[config.mk]
export PLATFORM = sky130hd
export DESIGN_NAME = quad_pos_counter
export DESIGN_NICKNAME = d
export VERILOG_FILES = /design/src/rtl/quad_pos_counter.sv
export SDC_FILE = /design/constraint.sdc
export NUM_CORES = 1
export LEC_CHECK = 0
export ABC_AREA = 1
export BUFFER_PORTS_ARGS = -buffer_cell sky130_fd_sc_hd__buf_2
export CORE_ASPECT_RATIO = 1.2
export CORE_MARGIN = 1
export CORE_UTILIZATION = 45
export DETAILED_ROUTE_END_ITERATION = 16
export PLACE_DENSITY = 0.73
export REMOVE_ABC_BUFFERS = 1
export SLEW_MARGIN = 0
export SYNTH_ARGS = -nofsm -noshare
export SYNTH_HDL_FRONTEND = slang
export SYNTH_SLANG_ARGS = --single-unit
[constraint.sdc]
create_clock -name clk -period 2.2 [get_ports clk]
set_clock_uncertainty 0.1 [all_clocks]
set_input_delay 0.22 -clock clk [delete_from_list [all_inputs] [get_ports clk]]
set_output_delay 0.22 -clock clk [all_outputs]
set_load 0.005 [all_outputs]
[src/rtl/quad_pos_counter.sv]
module quad_pos_counter #(
  parameter int CNT_W    = 32,
  parameter int FILT_LEN = 3
) (
  input  logic             clk,
  input  logic             rst_n,
  input  logic             enc_a,
  input  logic             enc_b,
  input  logic             idx_in,
  input  logic             lim_in,
  input  logic             run_en,
  input  logic [1:0]       res_mode,
  input  logic [2:0]       clr_mask,
  input  logic             sw_clr,
  output logic [CNT_W-1:0] position,
  output logic             dir_up,
  output logic             cleared,
  output logic             seq_err
);
  localparam int NCH = 4;
  localparam int FCW = $clog2(FILT_LEN + 1);

  logic [NCH-1:0] raw, s1, s2, flt, prv;
  assign raw = {lim_in, idx_in, enc_b, enc_a};

  always_ff @(posedge clk or negedge rst_n)
    if (!rst_n) begin
      s1 <= '0; s2 <= '0; prv <= '0;
    end else begin
      s1 <= raw; s2 <= s1; prv <= flt;
    end

  for (genvar g = 0; g < NCH; g++) begin : g_filt
    logic [FCW-1:0] run_cnt;
    always_ff @(posedge clk or negedge rst_n)
      if (!rst_n) begin
        run_cnt <= '0; flt[g] <= 1'b0;
      end else if (s2[g] == flt[g]) begin
        run_cnt <= '0;
      end else if (run_cnt == FCW'(FILT_LEN - 1)) begin
        run_cnt <= '0; flt[g] <= s2[g];
      end else begin
        run_cnt <= run_cnt + 1'b1;
      end
  end

  logic fa, fb, a_chg, b_chg, illegal, ev, up_step, step, clr, sw_q;
  assign fa      = flt[0];
  assign fb      = flt[1];
  assign a_chg   = fa ^ prv[0];
  assign b_chg   = fb ^ prv[1];
  assign illegal = a_chg & b_chg;

  always_comb begin
    if (res_mode[1]) begin
      ev      = a_chg ^ b_chg;
      up_step = a_chg ? (fa ^ fb) : ~(fa ^ fb);
    end else if (res_mode[0]) begin
      ev      = a_chg & ~b_chg;
      up_step = fa ^ fb;
    end else begin
      ev      = a_chg & ~b_chg & fa;
      up_step = ~fb;
    end
  end

  assign step = run_en & ev;
  assign clr  = (clr_mask[0] & flt[2] & ~prv[2])
              | (clr_mask[1] & flt[3] & ~prv[3])
              | (clr_mask[2] & sw_clr & ~sw_q);

  always_ff @(posedge clk or negedge rst_n)
    if (!rst_n) begin
      position <= '0; dir_up <= 1'b1; cleared <= 1'b0;
      seq_err  <= 1'b0; sw_q <= 1'b0;
    end else begin
      sw_q    <= sw_clr;
      cleared <= clr;
      seq_err <= seq_err | illegal;
      if (step) dir_up <= up_step;
      if (clr)       position <= '0;
      else if (step) position <= up_step ? position + 1'b1 : position - 1'b1;
    end

  AST_CLEAR_ZERO: assert property (@(posedge clk) disable iff (!rst_n)
    cleared |-> position == '0);
  AST_ERR_STICKY: assert property (@(posedge clk) disable iff (!rst_n)
    seq_err |=> seq_err);
  AST_HOLD_STOPPED: assert property (@(posedge clk) disable iff (!rst_n)
    !run_en |=> (cleared || position == $past(position)));
  AST_UNIT_STEP: assert property (@(posedge clk) disable iff (!rst_n)
    1'b1 |=> (cleared || position == $past(position) || position == $past(position) + 1'b1
              || position == $past(position) - 1'b1));
  AST_ILLEGAL_SKIP: assert property (@(posedge clk) disable iff (!rst_n)
    (flt[1:0] == ~prv[1:0]) |=> (cleared || position == $past(position)));
  AST_ERR_RAISE: assert property (@(posedge clk) disable iff (!rst_n)
    (flt[1:0] == ~prv[1:0]) |=> seq_err);
endmodule

# Word-level counts from Yosys, hierarchy flattened
# Cells that the tools add are included.
# W data, S select, Z words.
totals:
  ff_bits: 60
  out_inout_bits: 35
  elab_cells: 78
  input_bits: 13
op_classes:
  mux: 16
  bitwise_logic: 27
  n_eq_ne: 8
  n_reduce_logical: 5
  n_addsub: 6
ops:
  columns: ["operator", "count"]
  rows:
  - ["$mux W32", 3]
  - ["$add A32 B1 Y32 const B", 1]
  - ["$sub A32 B1 Y32 const B", 1]
  - ["$mux W2", 8]
  - ["$and A1 B1 Y1", 10]
  - ["$not A1 Y1", 10]
  - ["$add A2 B1 Y2 const B", 4]
  - ["$eq A2 B2 Y1 const B", 4]
  - ["$reduce_and A2 Y1", 4]
  - ["$mux W1", 5]
  - ["$eq A1 B1 Y1", 4]
  - ["$xor A1 B1 Y1", 4]
  - ["$or A1 B1 Y1", 3]
  - ["$reduce_bool A2 Y1", 1]

# Longest topological paths before layout
logic_depth:
  ltp_word: 9
  ltp_mapped: 21

# Worst setup path before layout
# No wires, ideal clock.
synth_path:
  path_type: "reg-to-reg"
  startpoint: "reg flt[0] (netlist: fa)"
  endpoint: "reg position[30]"
  t_required_ps: 1983
  path_slack_ps: -234
  t_arrival_ps: 2217
  path_stages_with_launch: 20
  path_cell_list: "dfrtp_1 inv_2 nand2_1 nand2_2 nand3_4 nand2_8 inv_4 buf_4 buf_2 ha_1 inv_1 nor2_1 nand2_1 nor2_1 and2_1 nand2_1 nand2_1 nand2_1 nand3_1 nand2_1"
synth_via:
  elab_chain_cells: 7
  elab_cells_between_ends: 16
synth_rtl:
  columns: ["item", "line", "source"]
  rows:
  - ["start: declaration", "23", "logic [NCH-1:0] raw, s1, s2, flt, prv;"]
  - ["start signal: indexed assignment", "37", "run_cnt <= '0; flt[g] <= 1'b0;"]
  - ["start signal: indexed assignment", "41", "run_cnt <= '0; flt[g] <= s2[g];"]
  - ["$xor A1 B1 Y1 (on tied branches)", "50, 57, 60", null]
  - ["$and A1 B1 Y1 / $not A1 Y1 (equally long branches)", "59, 62, 57", null]
  - ["$and A1 B1 Y1 / $mux W1 (equally long branches)", "62, 57", null]
  - ["$mux W1 (on tied branches)", "58, 55", null]
  - ["$mux W1 / $mux W32 (equally long branches)", "55, 82", null]
  - ["$and A1 B1 Y1 / $mux W32 (equally long branches)", "67, 82", null]
  - ["$reduce_bool A2 Y1 (no source line) / $mux W32 (equally long branches)", null, null]
  - ["end signal: assignment", "82", "else if (step) position <= up_step ? position + 1'b1 : position - 1'b1;"]
  - ["end: declaration", "15", "output logic [CNT_W-1:0] position,"]
# Parallel ways exist; a longest one is shown, timed or not. The select of a mux whose other input is x is not followed.
# A chain may end at the register's enable or synchronous reset.

# Worst setup path in the final report
layout_path:
  startpoint: "reg flt[0] (netlist: fa)"
  endpoint: "reg position[28]"
# Same word-level chain as after synthesis.

==> key figures <==
Status
  – Run status: finished, violations left
  – Failing checks: setup timing

Placement
  – Placed insts: 868
  – HPWL after DPL: 10000 um
  – Buffers on Ports: 47
  – Post-detailed-placement cell area: just over 5000 um^2
  – Worst slack at placement: -0.199 ns
  – Routability cong.: 0.968

Yosys
  – Synth Area per Inst: roughly 6.7 um^2
  – Seq/Total Area, Yosys: between 30% and 40%
  – Area of the mapped netlist: 4360 um^2
  – Syn. warnings: 0
  – Register bit total from synthesis: 60
  – Count of cell types in the netlist: 36
  – Number of instances in the synthesized netlist: roughly 660

Worst hold path
  – Number of stages on the worst hold path: 3
  – Worst Hold Class: primary input to flip-flop

Timing
  – Slew at the pin with the worst max-slew slack: between 0.9 and 1 ns
  – Final total negative setup slack: -2.90 ns
  – Final worst path period need: approximately 2.4 ns
  – Final Hold Fails: 0
  – Total of endpoints with negative setup slack in the final report: 26
  – Post-route fraction of the period consumed by the critical path: 109%
  – Worst-case headroom to the max-slew limit: between 30% and 40%
  – Maximum clock frequency: 419 MHz
  – Unrepaired setup endpoints after global routing: yes
  – Final setup slack of the worst path: -0.189 ns
  – Total count of max-transition violations in the final report: 0

Critical path
  – Crit path DAT: about 2.5 ns
  – Critical path data required time: about 2.3 ns
  – CP Max Fanout: 4
  – Startpoint Class: flip-flop
  – Worst R2R Setup Slack: -0.19 ns
  – Kind of critical path: flip-flop to flip-flop
  – Cell count of the worst reg-to-reg path: 20
  – Critical path capture point type: flip-flop

Drt
  – Vias per Instance: 5.83
  – Antenna-violating nets left: 0
  – Initial DRT Pass Iterations: 6
  – Wirelength per Cell: 18.9 um
  – Remaining design rule violation count: 0
  – Drt total wl: approximately 18000 um
  – Number of design-rule violations left by the first detailed-router iteration: around 430
  – Routed via count: approximately 5400

Floorplanning
  – Initial Util: between 40% and 50%
  – Area of the core region: roughly 9500 um^2
  – Number of standard-cell rows in the floorplan: 39
  – Die Span Y: approximately 110 um
  – Die width: roughly 90 um
  – I/O pin count: between 40 and 50
  – Die Area: roughly 10000 um^2

Global route
  – Global-route wire length before repair: 22900 um
  – Vias in the first global route: 4770
  – Aggregate global routing overflow: 0
  – Number of antenna violations at the first check in global routing: 0
  – Maximum number of pins on one net before global-route repair: 25
  – Total track usage: ~30%

CTS
  – Number of buffers added by the clock tree synthesis step: 9
  – Clock tree buffer depth: 2
  – TritonCTS clock tree: built
  – H-tree lvl count: 3
  – Clock-pin slew on the worst setup and hold paths: approximately 0.060 ns
  – Clock latency on the worst-skew pair: 0.35 ns
  – Clock Sinks: 60
  – Clock Root Buffer: clkbuf_16

Finish
  – Area growth from synthesis to layout: 63.0%
  – Final-layout fill cell count: approximately 660
  – Final std cell area, no fill: approximately 7100 um^2
  – Fraction of final layout cells with drive strength greater than 1: roughly 48%
  – Final std cells w/o fill: between 900 and 1000
  – Nets@finish: 815
  – Antenna Cells: 0

Flow run
  – MaxCap Viol Count: 0
-- logic make-up (layout without fill, tap and decap cells) --
kind of cell	after synthesis	in the layout	synth area share (%)
buffers and inverters	111	258	10.7
AOI/OAI and AO/OA	88	88	12.6
adders and majority gates	5	5	1.43
and+or+nand+nor	365	365	35.4
DFF	60	60	34.5
muxes	2	2	0.459
xor gates and xnor gates	24	24	4.99
-- through the flow --
step                hold WS [ns]  util (%)
finish                     0.119      75.1
global route               0.136      75.1
CTS                       0.0739      63.7
detailed placement         0.191      54.7
global placement           0.186      54.7
floorplan                 -0.176         -
-- layout by cell type (no fill, tap or decap), types with 4 or more instances in the layout --
master / count
clkbuf_16: 13
nand2_1: 125
nor2_2: 17
o21ai_1: 14
inv_2: 9
buf_2: 47
nor2_1: 10
xor2_4: 7
buf_6: 5
buf_4: 72
inv_1: 81
nand2_4: 48
nand2_2: 60
xor2_1: 6
nand3_2: 12
dfrtp_1: 58
nor3_1: 8
a21oi_1: 6
buf_12: 11
a21oi_2: 13
o41ai_1: 21
o21ai_0: 20
nand3_1: 42
xnor2_1: 7
inv_6: 4
nor2_4: 30
dlygate4sd3_1: 6
-- final cells by class --
type	count	area, um^2	share of cell area [%]
Clock inverter	7	98.8	1.39
Timing Repair Buffer	147	1240	17.5
Sequential cell	60	1500	21.2
Inverter	94	375	5.28
Multi-Input combinational cell	484	3500	49.2
Timing Repair inverter	1	8.76	0.123
Tap cell	123	154	2.17
Clock buffer	9	225	3.17
-- per-layer routing --
metal  track usage [%]  vias to the layer above  share of wire, %
met1              33.5                     2534                35
met4              19.1                        0               7.9
met2              51.2                      354                50
li1                  -                     2381                 -
met3              6.50                      126               7.1
met5                 0                        -                 0
-- final timing paths --
path,from,to
setup reg to reg,fa,position[28]
min in group asynchronous,rst_n,position[8]
hold / removal,run_en,dir_up
setup / recovery,fa,position[28]
max in group asynchronous,rst_n,dir_up
hold reg to reg,s1[3],s2[3]
-- critical path: stages, from the launching register on --
cell,delay (ns)
dfrtp_1,0.40
inv_2,0.09
nand2_2,0.05
nand2_2,0.07
nand3_4,0.09
buf_4,0.17
nand3_2,0.07
nand2_1,0.06
inv_1,0.06
ha_2,0.16
inv_1,0.05
nand2_2,0.12
nand3_2,0.11
nand2_2,0.11
nand3_2,0.11
nand2_4,0.11
nand2_2,0.06
nand2_1,0.05
nand2_1,0.06
nand3_1,0.10
nand2_1,0.06
-- Yosys cell counts --
library cell,number,share of area (%)
nand3_2,1,0.23
nand3_4,2,0.80
or2_2,2,0.29
o22ai_1,4,0.57
buf_4,1,0.17
xor2_1,15,3.0
and2_1,5,0.72
buf_6,5,1.3
nor2_2,4,0.57
nand4_1,2,0.29
a31oi_1,1,0.14
dfstp_2,1,0.60
inv_2,2,0.17
o21ai_0,32,3.7
o21a_1,1,0.17
mux2i_1,2,0.46
inv_4,1,0.14
nand2_1,228,20
inv_1,90,7.7
clkbuf_1,6,0.52
ha_1,5,1.4
nand2_2,5,0.72
nor3_1,9,1.0
o41ai_1,24,4.8
nand3_1,53,6.1
nor2_1,53,4.6
o21ai_2,1,0.20
dfrtp_1,59,34
xnor2_1,8,1.6
a21oi_1,19,2.2
o21ai_1,4,0.46
xor2_2,1,0.37
buf_2,5,0.57
nand2_8,1,0.46
o21bai_1,2,0.34
clkinv_1,1,0.086
-- sequential cells by signal (all words and copies together), names as in the netlist --
| signal | flops |
|---|---|
| cleared | 1 |
| dir_up | 1 |
| fa | 1 |
| fb | 1 |
| flt | 2 |
| g_filt.run_cnt | 8 |
| position | 32 |
| prv | 4 |
| s1 | 4 |
| s2 | 4 |
| seq_err | 1 |
| sw_q | 1 |
-- what timing repair did --
action	in CTS	in global routing
cloned	2	6
hold buffers	6	0
endpoints found under the setup margin	31	32
endpoints found under the hold margin	27	0
pin swaps	35	83
setup buffers	5	24
gates resized for setup	111	216
Power is not shown: default switching activity piles up to over one toggle a cycle in this logic, so the estimate is an artifact.
